## config.mk

```make
export PLATFORM = sky130hd
export DESIGN_NAME = nzvc_exec_unit
export DESIGN_NICKNAME = d
export VERILOG_FILES = /design/src/rtl/nzvc_exec_pkg.sv /design/src/rtl/nzvc_adder.sv /design/src/rtl/nzvc_arith.sv /design/src/rtl/nzvc_logic.sv /design/src/rtl/nzvc_load.sv /design/src/rtl/nzvc_exec_unit.sv
export SDC_FILE = /design/constraint.sdc
export NUM_CORES = 1
export LEC_CHECK = 0
export ABC_AREA = 0
export BUFFER_PORTS_ARGS = -buffer_cell sky130_fd_sc_hd__clkbuf_2
export CORE_MARGIN = 8
export CORE_UTILIZATION = 60
export CTS_BUF_LIST = sky130_fd_sc_hd__clkbuf_8 sky130_fd_sc_hd__clkbuf_16
export DETAILED_ROUTE_END_ITERATION = 6
export PLACE_DENSITY = 0.9
export SYNTH_ARGS = -nofsm -noshare
export SYNTH_HDL_FRONTEND = slang
export SYNTH_SLANG_ARGS = --single-unit
```

## constraint.sdc

```tcl
create_clock -name clk -period 6.2 [get_ports clk]
set_input_delay 0.62 -clock clk [delete_from_list [all_inputs] [get_ports clk]]
set_output_delay 0.62 -clock clk [all_outputs]
set_load 0.01 [all_outputs]
```

## src/rtl/nzvc_exec_pkg.sv

```systemverilog
package nzvc_exec_pkg;

   typedef enum logic [3:0] {
      OP_ADD = 4'd0,
      OP_SUB = 4'd1,
      OP_AND = 4'd2,
      OP_OR  = 4'd3,
      OP_INV = 4'd4,
      OP_NEG = 4'd5,
      OP_ASR = 4'd6,
      OP_LDW = 4'd7,
      OP_LDB = 4'd8,
      OP_STW = 4'd9,
      OP_STB = 4'd10
   } op_e;

   typedef struct packed {
      logic n;
      logic z;
      logic v;
      logic c;
   } nzvc_t;

   localparam int OP_BITS = 4;

endpackage

```

## src/rtl/nzvc_adder.sv

```systemverilog
module nzvc_adder #(
   parameter int WIDTH  = 16,
   parameter bit RIPPLE = 1'b0
) (
   input  logic [WIDTH-1:0] a,
   input  logic [WIDTH-1:0] b,
   input  logic             cin,
   output logic [WIDTH-1:0] sum,
   output logic             cout,
   output logic             c_msb
);

   generate
      if (RIPPLE) begin : g_ripple
         logic [WIDTH:0] carry;
         assign carry[0] = cin;
         for (genvar i = 0; i < WIDTH; i++) begin : g_bit
            assign sum[i]     = a[i] ^ b[i] ^ carry[i];
            assign carry[i+1] = (a[i] & b[i]) | (carry[i] & (a[i] ^ b[i]));
         end
         assign cout  = carry[WIDTH];
         assign c_msb = carry[WIDTH-1];
      end else begin : g_behav
         logic [WIDTH-1:0] low;
         assign {cout, sum} = {1'b0, a} + {1'b0, b} + {{WIDTH{1'b0}}, cin};
         assign low         = {1'b0, a[WIDTH-2:0]} + {1'b0, b[WIDTH-2:0]}
                              + {{(WIDTH-1){1'b0}}, cin};
         assign c_msb       = low[WIDTH-1];
      end
   endgenerate

endmodule

```

## src/rtl/nzvc_arith.sv

```systemverilog
module nzvc_arith
   import nzvc_exec_pkg::*;
#(
   parameter int WIDTH  = 16,
   parameter bit RIPPLE = 1'b0
) (
   input  op_e              op,
   input  logic [WIDTH-1:0] reg_val,
   input  logic [WIDTH-1:0] mem_val,
   output logic [WIDTH-1:0] sum,
   output logic             cout,
   output logic             ovf
);

   logic [WIDTH-1:0] opa;
   logic [WIDTH-1:0] opb;
   logic             ci;
   logic             carry_into_msb;

   // One shared adder: subtract and negate both add a complemented operand plus one
   always_comb begin
      case (op)
         OP_SUB: begin
            opa = reg_val;
            opb = ~mem_val;
            ci  = 1'b1;
         end
         OP_NEG: begin
            opa = '0;
            opb = ~reg_val;
            ci  = 1'b1;
         end
         default: begin
            opa = reg_val;
            opb = mem_val;
            ci  = 1'b0;
         end
      endcase
   end

   nzvc_adder #(.WIDTH(WIDTH), .RIPPLE(RIPPLE)) u_add (
      .a     (opa),
      .b     (opb),
      .cin   (ci),
      .sum   (sum),
      .cout  (cout),
      .c_msb (carry_into_msb)
   );

   assign ovf = carry_into_msb ^ cout;

endmodule

```

## src/rtl/nzvc_logic.sv

```systemverilog
module nzvc_logic
   import nzvc_exec_pkg::*;
#(
   parameter int WIDTH = 16
) (
   input  op_e              op,
   input  logic [WIDTH-1:0] reg_val,
   input  logic [WIDTH-1:0] mem_val,
   output logic [WIDTH-1:0] res,
   output logic             shift_out
);

   always_comb begin
      case (op)
         OP_AND:  res = reg_val & mem_val;
         OP_OR:   res = reg_val | mem_val;
         OP_INV:  res = ~reg_val;
         OP_ASR:  res = {reg_val[WIDTH-1], reg_val[WIDTH-1:1]};
         default: res = reg_val;
      endcase
   end

   assign shift_out = reg_val[0];

endmodule

```

## src/rtl/nzvc_load.sv

```systemverilog
module nzvc_load #(
   parameter int WIDTH  = 16,
   parameter int BYTE_W = 8
) (
   input  logic                    byte_mode,
   input  logic [WIDTH-1:BYTE_W]   reg_hi,
   input  logic [WIDTH-1:0]        mem_val,
   output logic [WIDTH-1:0]        res
);

   // Byte load keeps the upper register bits and replaces only the low byte
   assign res = byte_mode ? {reg_hi, mem_val[BYTE_W-1:0]} : mem_val;

endmodule

```

## src/rtl/nzvc_exec_unit.sv

```systemverilog
module nzvc_exec_unit
   import nzvc_exec_pkg::*;
#(
   parameter int WIDTH  = 16,
   parameter int BYTE_W = 8,
   parameter bit RIPPLE = 1'b0
) (
   input  logic             clk,
   input  logic             rst_n,
   input  logic             op_valid,
   input  logic [3:0]       op_code,
   input  logic [WIDTH-1:0] reg_val,
   input  logic [WIDTH-1:0] mem_val,
   output logic [WIDTH-1:0] result,
   output logic             wr_en,
   output logic [3:0]       flags
);

   localparam int MSB = WIDTH - 1;

   generate
      if (WIDTH <= BYTE_W) begin : g_bad_width
         $error("nzvc_exec_unit: WIDTH must exceed BYTE_W");
      end
      if (BYTE_W < 1) begin : g_bad_byte
         $error("nzvc_exec_unit: BYTE_W must be positive");
      end
   endgenerate

   op_e              op;
   nzvc_t            flags_q;
   nzvc_t            flags_d;
   logic [WIDTH-1:0] result_q;
   logic [WIDTH-1:0] res_d;
   logic             wr_q;
   logic             wr_d;
   logic             known_d;

   logic [WIDTH-1:0] ar_sum;
   logic             ar_cout;
   logic             ar_ovf;
   logic [WIDTH-1:0] lg_res;
   logic             lg_shift;
   logic [WIDTH-1:0] ld_res;

   assign op = op_e'(op_code);

   nzvc_arith #(.WIDTH(WIDTH), .RIPPLE(RIPPLE)) u_arith (
      .op      (op),
      .reg_val (reg_val),
      .mem_val (mem_val),
      .sum     (ar_sum),
      .cout    (ar_cout),
      .ovf     (ar_ovf)
   );

   nzvc_logic #(.WIDTH(WIDTH)) u_logic (
      .op        (op),
      .reg_val   (reg_val),
      .mem_val   (mem_val),
      .res       (lg_res),
      .shift_out (lg_shift)
   );

   nzvc_load #(.WIDTH(WIDTH), .BYTE_W(BYTE_W)) u_load (
      .byte_mode (op == OP_LDB),
      .reg_hi    (reg_val[MSB:BYTE_W]),
      .mem_val   (mem_val),
      .res       (ld_res)
   );

   // Select the result and the per-operation flag update
   always_comb begin
      res_d   = result_q;
      flags_d = flags_q;
      wr_d    = 1'b0;
      known_d = 1'b1;
      case (op)
         OP_ADD, OP_SUB: begin
            res_d     = ar_sum;
            wr_d      = 1'b1;
            flags_d.v = ar_ovf;
            flags_d.c = ar_cout;
         end
         OP_NEG: begin
            res_d     = ar_sum;
            wr_d      = 1'b1;
            flags_d.v = ar_ovf;
         end
         OP_AND, OP_OR, OP_INV: begin
            res_d = lg_res;
            wr_d  = 1'b1;
         end
         OP_ASR: begin
            res_d     = lg_res;
            wr_d      = 1'b1;
            flags_d.c = lg_shift;
         end
         OP_LDW, OP_LDB: begin
            res_d = ld_res;
            wr_d  = 1'b1;
         end
         OP_STW, OP_STB: begin
            res_d = reg_val;
         end
         default: begin
            known_d = 1'b0;
         end
      endcase
      if (wr_d) begin
         flags_d.n = res_d[MSB];
         flags_d.z = (res_d == '0);
      end
   end

   always_ff @(posedge clk) begin
      if (!rst_n) begin
         result_q <= '0;
         flags_q  <= '0;
         wr_q     <= 1'b0;
      end else begin
         wr_q <= op_valid & wr_d;
         if (op_valid && known_d) begin
            result_q <= res_d;
            flags_q  <= flags_d;
         end
      end
   end

   assign result = result_q;
   assign wr_en  = wr_q;
   assign flags  = flags_q;

endmodule

```

# Word level (Yosys, flattened, before mapping)
# Cells that the tools add are included.
totals:
  ff_bits: 21
  latchBits: 0
  mem_bits_rw: 0
  romBits: 0
  inputBits: 39
  output_inout_bits: 21
  word_cells: 50
  mem_count: 0
op_classes:
  add_sub_neg: 4
  mul: 0
  div_mod_pow: 0
  n_lt_le_gt_ge: 0
  eq_ne: 10
  n_shift: 0
  muxes: 9
  bitwise_logic: 6
  reduce_logical: 15
op_table:
  columns: ["cell", "n"]
  rows:
  - ["16-bit one-hot mux with 4 select lines", 2]
  - ["16-bit two-way mux", 2]
  - ["16-bit inverter", 2]
  - ["16-bit one-hot mux with 2 select lines", 1]
  - ["16-bit by 16-bit adder with 17-bit output", 1]
  - ["17-bit by 1-bit adder with 17-bit output", 1]
  - ["15-bit by 15-bit adder with 16-bit output", 1]
  - ["16-bit by 1-bit adder with 16-bit output", 1]
  - ["16-bit bitwise AND", 1]
  - ["4-bit by 3-bit == test with 1-bit output (second input constant)", 4]
  - ["16-bit logical NOT", 1]
  - ["16-bit bitwise OR", 1]
  - ["4-bit == test (second input constant)", 3]
  - ["11-bit OR reduction", 1]
  - ["9-bit OR reduction", 1]
  - ["4-bit by 2-bit == test with 1-bit output (second input constant)", 2]
  - ["2-bit OR reduction", 4]
  - ["2-bit AND reduction", 3]
  - ["4-bit by 1-bit == test with 1-bit output (second input constant)", 1]
  - ["4-bit logical NOT", 1]
  - ["4-bit OR reduction", 1]
  - ["1-bit two-way mux", 3]
  - ["3-bit OR reduction", 1]
  - ["1-bit one-hot mux with 2 select lines", 1]
  - ["other kinds (4)", 4]

# Depth between registers and ports, before layout
# Gate-level depths: netlist of run 1.
logic_depth:
  depth_word: 6
  ltp_mapped: 20
  mapped_depth_nobuf: 17

# Modules after synthesis
# Synthesis of run 1 repeated with hierarchy kept, for this count alone.
hier_totals:
  cells_unflattened: 588
  area_unflattened_um2: 4490.6
modules_own_cells:
  columns: ["mod", "instances", "cells_each", "area_per_inst_um2", "seq_area_each_um2"]
  rows:
  - ["nzvc_exec_unit", 1, 280, 2082.0, 420.4]
  - ["nzvc_adder", 1, 113, 848.3, 0.0]
  - ["nzvc_logic", 1, 123, 814.5, 0.0]
  - ["nzvc_arith", 1, 55, 554.3, 0.0]
  - ["nzvc_load", 1, 17, 191.4, 0.0]

# Worst setup path before layout of run 1
# OpenSTA, ideal clock, no wires.
synth_timing:
  kind: "input -> register"
  start: "input op_code[0]"
  end: "register flags_q, in the netlist flags[2]"
  setup_ps: 117
  arrival_time_ps: 3993
  t_required_ps: 6083
  setup_slack_ps: 2090
  path_stages: 20
  path_buffers: 4
  path_cell_list: "buf_6 buf_2 buf_2 nand2_1 clkbuf_1 inv_1 o21ai_0 nand2_1 fa_1 inv_1 fa_1 nand2b_1 a21oi_1 nor4b_4 nor3_2 a2111oi_4 xor2_1 o21ai_1 o21ai_0 a32o_1"
synth_between:
  elab_chain_cells: 6
  elab_cells_between_ends: 31
  classes_between: "add/sub: 2; eq/ne: 10; mux: 8; reduce/logical: 11"
synth_rtl:
  columns: ["element", "line", "text"]
  rows:
  - ["from (decl)", "nzvc_exec_unit.sv:11", "input logic [3:0] op_code,"]
  - ["4-bit by 3-bit == test with 1-bit output or 4-bit by 1-bit == test with 1-bit output (tied branches)", "nzvc_arith.sv:22, nzvc_exec_unit.sv:78", null]
  - ["16-bit one-hot mux with 2 select lines, or another cell as far along", "nzvc_arith.sv:22", "case (op)"]
  - ["16-bit by 16-bit adder with 17-bit output or 1-bit two-way mux (tied branches)", "nzvc_adder.sv:25, nzvc_arith.sv:22", null]
  - ["17-bit by 1-bit adder with 17-bit output", "nzvc_adder.sv:25", "assign {cout, sum} = {1'b0, a} + {1'b0, b} + {{WIDTH{1'b0}}, cin};"]
  - ["16-bit one-hot mux with 4 select lines", "nzvc_exec_unit.sv:78", "case (op)"]
  - ["16-bit logical NOT", "nzvc_exec_unit.sv:112", "flags_d.z = (res_d == '0);"]
  - ["to (signal assigned)", "nzvc_exec_unit.sv:125", "flags_q <= flags_d;"]
  - ["to (decl)", "nzvc_exec_unit.sv:31", "nzvc_t flags_q;"]
# Parallel ways exist; a longest one is shown, timed or not.
# A chain may end at the register's enable or synchronous reset.

# Worst setup path after layout of run 1
layout_timing:
  start: "input op_code[1]"
  end: "register flags_q, in the netlist flags[2]"
# The elaborated chain is that of the path after synthesis.

==> results of run 1 <==
[placed cells by master, fill, tap and decap left out, drive strengths merged, types with 12 or more instances in the layout]
cell,instances
a211oi,12
a21o,13
a21oi,41
clkbuf,62
dfxtp,21
ha,15
inv,12
nand2,59
nor2,47
nor2b,25
o21ai,51
[per-stage QoR]
| step | instances | utilization (%) |
|---|---|---|
| floorplan | 506 | - |
| global placement | 607 | 64.6 |
| detailed placement | 607 | 64.6 |
| CTS | 611 | 65.3 |
| global route | 611 | 65.3 |
| finish | 611 | 65.3 |
[cell families after synthesis]
group	share of synthesized area, %
muxes	4.80
DFF	11.9
adders and majority gates	6.99
xor gates and xnor gates	2.96
and+or+nand+nor	29.6
buffers and inverters	7.52
AOI/OAI and AO/OA	36.2
[registers in the layout (all words and copies together), names as in the netlist]
| name | count |
|---|---|
| result | 16 |
| flags | 4 |
| wr_en | 1 |
[tightest hold or removal path, cell delays in order (launching register included)]
cell	delay, ns
dfxtp_1	0.32
o21ai_0	0.08
a21boi_1	0.07
[where the power goes]
group	switching, uW	internal [uW]
Clock	45.0	44.2
Sequential	9.06	145
Combinational	203	129
Total	257	318
[layer usage]
layer	vias to the layer above	track usage [%]	routed length, um
met2	249	41.6	5100
met4	0	14.4	624
li1	1934	-	-
met3	56	4.13	1050
met1	1935	31.3	4670
met5	-	0	0
[path summary, 6_finish.rpt]
path | startpoint | endpoint | slack, ns | cells after the start
setup reg to reg | result[3] | flags[2] | 4.10 | 7
hold / removal | flags[0] | flags[0] | 0.51 | 2
hold reg to reg | flags[0] | flags[0] | 0.51 | 2
setup / recovery | op_code[1] | flags[2] | 1.66 | 18
[layout make-up]
| type | instances | share of cell area (%) |
|---|---|---|
| Multi-Input combinational cell | 435 | 75.2 |
| Sequential cell | 21 | 11.1 |
| Timing Repair Buffer | 65 | 8.96 |
| Tap cell | 75 | 2.47 |
| Clock buffer | 3 | 1.09 |
| Inverter | 11 | 1.09 |
| Clock inverter | 1 | 0.0988 |
==> metrics, run 1 <==
unrepaired setup endpoints after global routing=no; final period utilization=73.2%; Max-slew headroom=33.0%; number of global-route vias before repair=3830; Via-to-Cell Ratio=6.83; clock root cell=clkbuf_8; cell mode on critical path=nand2_1; wire per inst=18.7 um; Final Wtd Congestion=1.05; slew of the pin with the lowest slew margin=0.998 ns; synthesis-stage register bit count=21; router iterations before antenna repair=6; multi-input logic area=2860 sq um; sequential area share after synthesis=11.9%; Async SR Flop Fraction=0%; final instance area=3800 sq um; Iter 0 DRT Violations=436; initial antenna violation count=0; CTS Buf Count=3; total number of vias=4174; Yosys Warn Count=0; crit end category=flop; CP Data Arrival Time=4.74 ns; Post-synth EDFFs=0; Top delay family on crit path=simple AND/OR/NAND/NOR gates; slowest CP cell=clkbuf_2; CTS tree=yes; overall routing resource usage=25.6%; Post-CTS Resized=0; Die H=92.9 um; hpwl dp=8440 um; largest fanout on the critical path=35; CTS clock-pin slew for the worst setup and hold paths=0.08 ns; CTS sink cnt=21; Reg area=420 sq um; Area Growth Syn to Fin=7.16%; Antenna Diode Count=0; VDD IR max=0.136 mV; post-synthesis cell type count=75; post-CTS setup buffers=0; HP Class=reg2reg; max-slew violation count=0; DIE AREA=8630 sq um; post-route antenna net violation count=0; post-synth top area cell=dfxtp_1; critical-path cell list=clkbuf_2, nor2_1, nand2_1, buf_4, nand2_1, nand2_1, fa_1, inv_1, fa_1, nand2b_1, a21oi_1, nor2_1, o21ai_0, xor2_1, a21oi_1, a41oi_1, nor4_1, a32o_1; Cell Area, Placed=3750 sq um; Setup-failing EPs final=0; fillers=501; global route overflow=0; maximum clock path buffer count=2; top-count cell post-synth=nand2_1; Critical Path Start Type=primary input; Fin Hold WS=0.508 ns; CP Data Required Time=6.40 ns; Synth Flop Type=dfxtp_1; max-cap violations=0; # IOs=60; Total Wirelength=11400 um; initial core utilization=61.0%; Chip Width=92.9 um; DR DRC count=0; Pwr Total=575 uW; Max stage delay on crit path=0.53 ns; PD cells=151 nW/um^2; leakage=0.00170 uW; post-synthesis average cell area=7.01 sq um; Skew-Pair Late Insertion Delay=0.26 ns; share of the synthesized area in the top cell type=11.9%; Syn Inst Count=506; synth top area cells=dfxtp_1, nand2_1, o21ai_0; core area=5820 sq um; Worst Path Buf+Inv=3; dpl ws=1.50 ns; FMAX=0.220 GHz; most frequent cells after synthesis=nand2_1, nor2_1, o21ai_0; Mapped Area=3550 sq um; FP Rows=28; Nets=593; # hold bufs at CTS=0; Final WS setup=1.66 ns; largest net degree at the start of global routing=57; H-tree depth=1; Port Buffers=59; layout cells sized above 1=17.7%; Final min period=4.54 ns; final count of hold timing violations=0; Final Skew=0.00286 ns; status=finished clean; post-route setup TNS=0 ns; syn_nets=562; Setup CP Type=in2reg; first-pass GRT wire length=18500 um
Note: power is estimated with default switching activity, not from simulation.
==> inputs of run 2 (changes only) <==
--- a/config.mk
+++ b/config.mk
@@ -8,10 +8,10 @@
 export ABC_AREA = 0
 export BUFFER_PORTS_ARGS = -buffer_cell sky130_fd_sc_hd__clkbuf_2
 export CORE_MARGIN = 8
-export CORE_UTILIZATION = 60
+export CORE_UTILIZATION = 58
 export CTS_BUF_LIST = sky130_fd_sc_hd__clkbuf_8 sky130_fd_sc_hd__clkbuf_16
 export DETAILED_ROUTE_END_ITERATION = 6
-export PLACE_DENSITY = 0.9
+export PLACE_DENSITY = 0.88
 export SYNTH_ARGS = -nofsm -noshare
 export SYNTH_HDL_FRONTEND = slang
 export SYNTH_SLANG_ARGS = --single-unit
==> constraint.sdc (replaced) <==
create_clock -name clk -period 4.6 [get_ports clk]
set_input_delay 0.46 -clock clk [delete_from_list [all_inputs] [get_ports clk]]
set_output_delay 0.46 -clock clk [all_outputs]
set_load 0.01 [all_outputs]
==> run 2 against run 1 <==
Hold slack lost 0.043 ns. Non-clock buffer count grew 3. First-iteration DRC count grew 7.6%. Worst setup slack worse by 0.91 ns. Clock skew fell by 0.0015 ns. Critical path type unchanged. Largest power group unchanged.
==> metrics, run 2 (same netlist as run 1, synthesis figures left out) <==
DIE AREA=8870 sq um (+2.9%); Post-CTS Resized=0 (unchanged); Fin Hold WS=0.465 ns (-0.0426 ns); post-CTS setup buffers=0 (unchanged); Die H=94.2 um (+1.4%); CTS clock-pin slew for the worst setup and hold paths=0.08 ns (about the same); FMAX=0.260 GHz; core area=5920 sq um (+1.8%); max reg flops=16 (unchanged); post-route antenna net violation count=0 (unchanged); unrepaired setup endpoints after global routing=no; Via-to-Cell Ratio=6.63 (-3.0%); Nets=596 (+0.51%); H-tree depth=1 (unchanged); Area Growth Syn to Fin=7.80%; PD cells=203 nW/um^2 (+34%); total number of vias=4069 (-2.5%); Pwr Total=774 uW (+35%); router iterations before antenna repair=5 (-1); Skew-Pair Late Insertion Delay=0.26 ns (about the same); CTS tree=yes; first-pass GRT wire length=18400 um (-0.67%); largest net degree at the start of global routing=57 (unchanged); Iter 0 DRT Violations=469 (+7.6%); CTS sink cnt=21 (unchanged); largest fanout on the critical path=54 (+54%); initial antenna violation count=0 (unchanged); HP Class=in2reg; Total Wirelength=11400 um (-0.73%); Final min period=3.84 ns; FF-to-FF End=flags[2]; placed cells=610 (+0.49%); VDD IR max=0.132 mV (-3.1%); wire per inst=18.5 um (-1.2%); post-route setup TNS=0 ns (unchanged); maximum clock path buffer count=2 (unchanged); Final Wtd Congestion=1.03 (-1.4%); RR Startpoint=result[3]; fillers=556 (+11%); DR DRC count=0 (unchanged); Chip Width=94.2 um (+1.4%); leakage=0.00171 uW (+0.80%); Final Skew=0.00133 ns (-0.00153 ns); global route overflow=0 (unchanged); initial core utilization=59.9% (-1.1 points); Layout Utilization=64.6% (-0.78 points); Setup CP Type=in2reg; layout cells sized above 1=18.2% (+0.46 points); clock root cell=clkbuf_8; R2R setup slack=2.51 ns (-1.59 ns); final count of hold timing violations=0 (unchanged); # IOs=60 (unchanged); CTS Buf Count=3 (unchanged); final period utilization=83.6%; Critical Path Start Type=primary input; Antenna Diode Count=0 (unchanged); max-cap violations=0 (unchanged); overall routing resource usage=25.1% (-0.43 points); number of global-route vias before repair=3836 (+0.16%); Max-slew headroom=44.1% (+11 points); Port Buffers=59 (unchanged); max-slew violation count=0 (unchanged); crit end category=flop; Setup crit start=op_code[2]; CP Data Arrival Time=4.01 ns (-0.73 ns); final non-filler cell total=614 (+0.49%); hpwl dp=8420 um (-0.18%); status=finished clean; worst setup path end=flags[2]; CP Data Required Time=4.76 ns (-1.64 ns); most frequent cells in the layout=nand2_1, clkbuf_2, nor2_1, o21ai_0, a21oi_1; slew of the pin with the lowest slew margin=0.838 ns (-0.160 ns); Setup-failing EPs final=0 (unchanged); # hold bufs at CTS=0 (unchanged); FP Rows=28 (unchanged); r2r worst-path depth=7 (unchanged)
==> run 2: cell types whose count changed in the layout (fill, tap and decap cells not counted) <==
cell	previous run	this run
buf_4	6	9
==> run 2: power by group <==
group          total [uW]  switching [uW]  internal [uW]
logic                 446             271            175
registers             208            11.7            196
clock network         121            61.5           59.6
==> run 2: metal layers <==
layer	track usage (%)	wire length, um	vias to the layer above	share of wire, %
li1	-	-	1946	-
met1	32.3	4740	1848	42
met2	38.8	5010	224	44
met3	3.60	985	51	8.7
met4	14.8	625	0	5.5
met5	0	0	-	0
==> run 2: worst min path at each step <==
stage               startpoint         end  slack (ns)  depth (start not counted)
floorplan             flags[0]    flags[0]        0.50                          2
detailed placement    flags[2]    flags[2]        0.51                          1
CTS                   op_valid  result[14]        0.45                          2
global route          op_valid  result[15]        0.47                          2
finish                op_valid  result[14]        0.47                          2
global placement      flags[0]    flags[0]        0.47                          2
==> run 2: cell type report <==
cell class | count | area (sq um) | area share [%]
sequential | 21 | 420 | 11.0
timing repair buffer | 68 | 363 | 9.49
clock inverter | 1 | 3.75 | 0.0982
inverter | 11 | 41.3 | 1.08
multi-input combinational | 435 | 2860 | 74.8
clock buffer | 3 | 41.3 | 1.08
tap | 75 | 93.8 | 2.45
==> run 2: worst max-delay path, stage by stage <==
cell       delay [ns]
clkbuf_2         0.10
buf_4            0.46
nor2_1           0.13
o21ai_0          0.17
nand2_1          0.11
fa_1             0.49
inv_1            0.10
fa_1             0.19
nand2b_1         0.14
a21oi_1          0.15
nor4b_4          0.37
nor3_2           0.11
a2111oi_4        0.39
xor2_1           0.11
o21ai_1          0.18
o21ai_0          0.13
a32o_1           0.21
==> run 2: per-stage QoR <==
stage | worst slack (ns) | instance area, sq um
floorplan | 0.650 | 3550
global placement | 0.659 | 3780
detailed placement | 0.524 | 3780
CTS | 0.794 | 3820
global route | 0.525 | 3820
finish | 0.756 | 3820
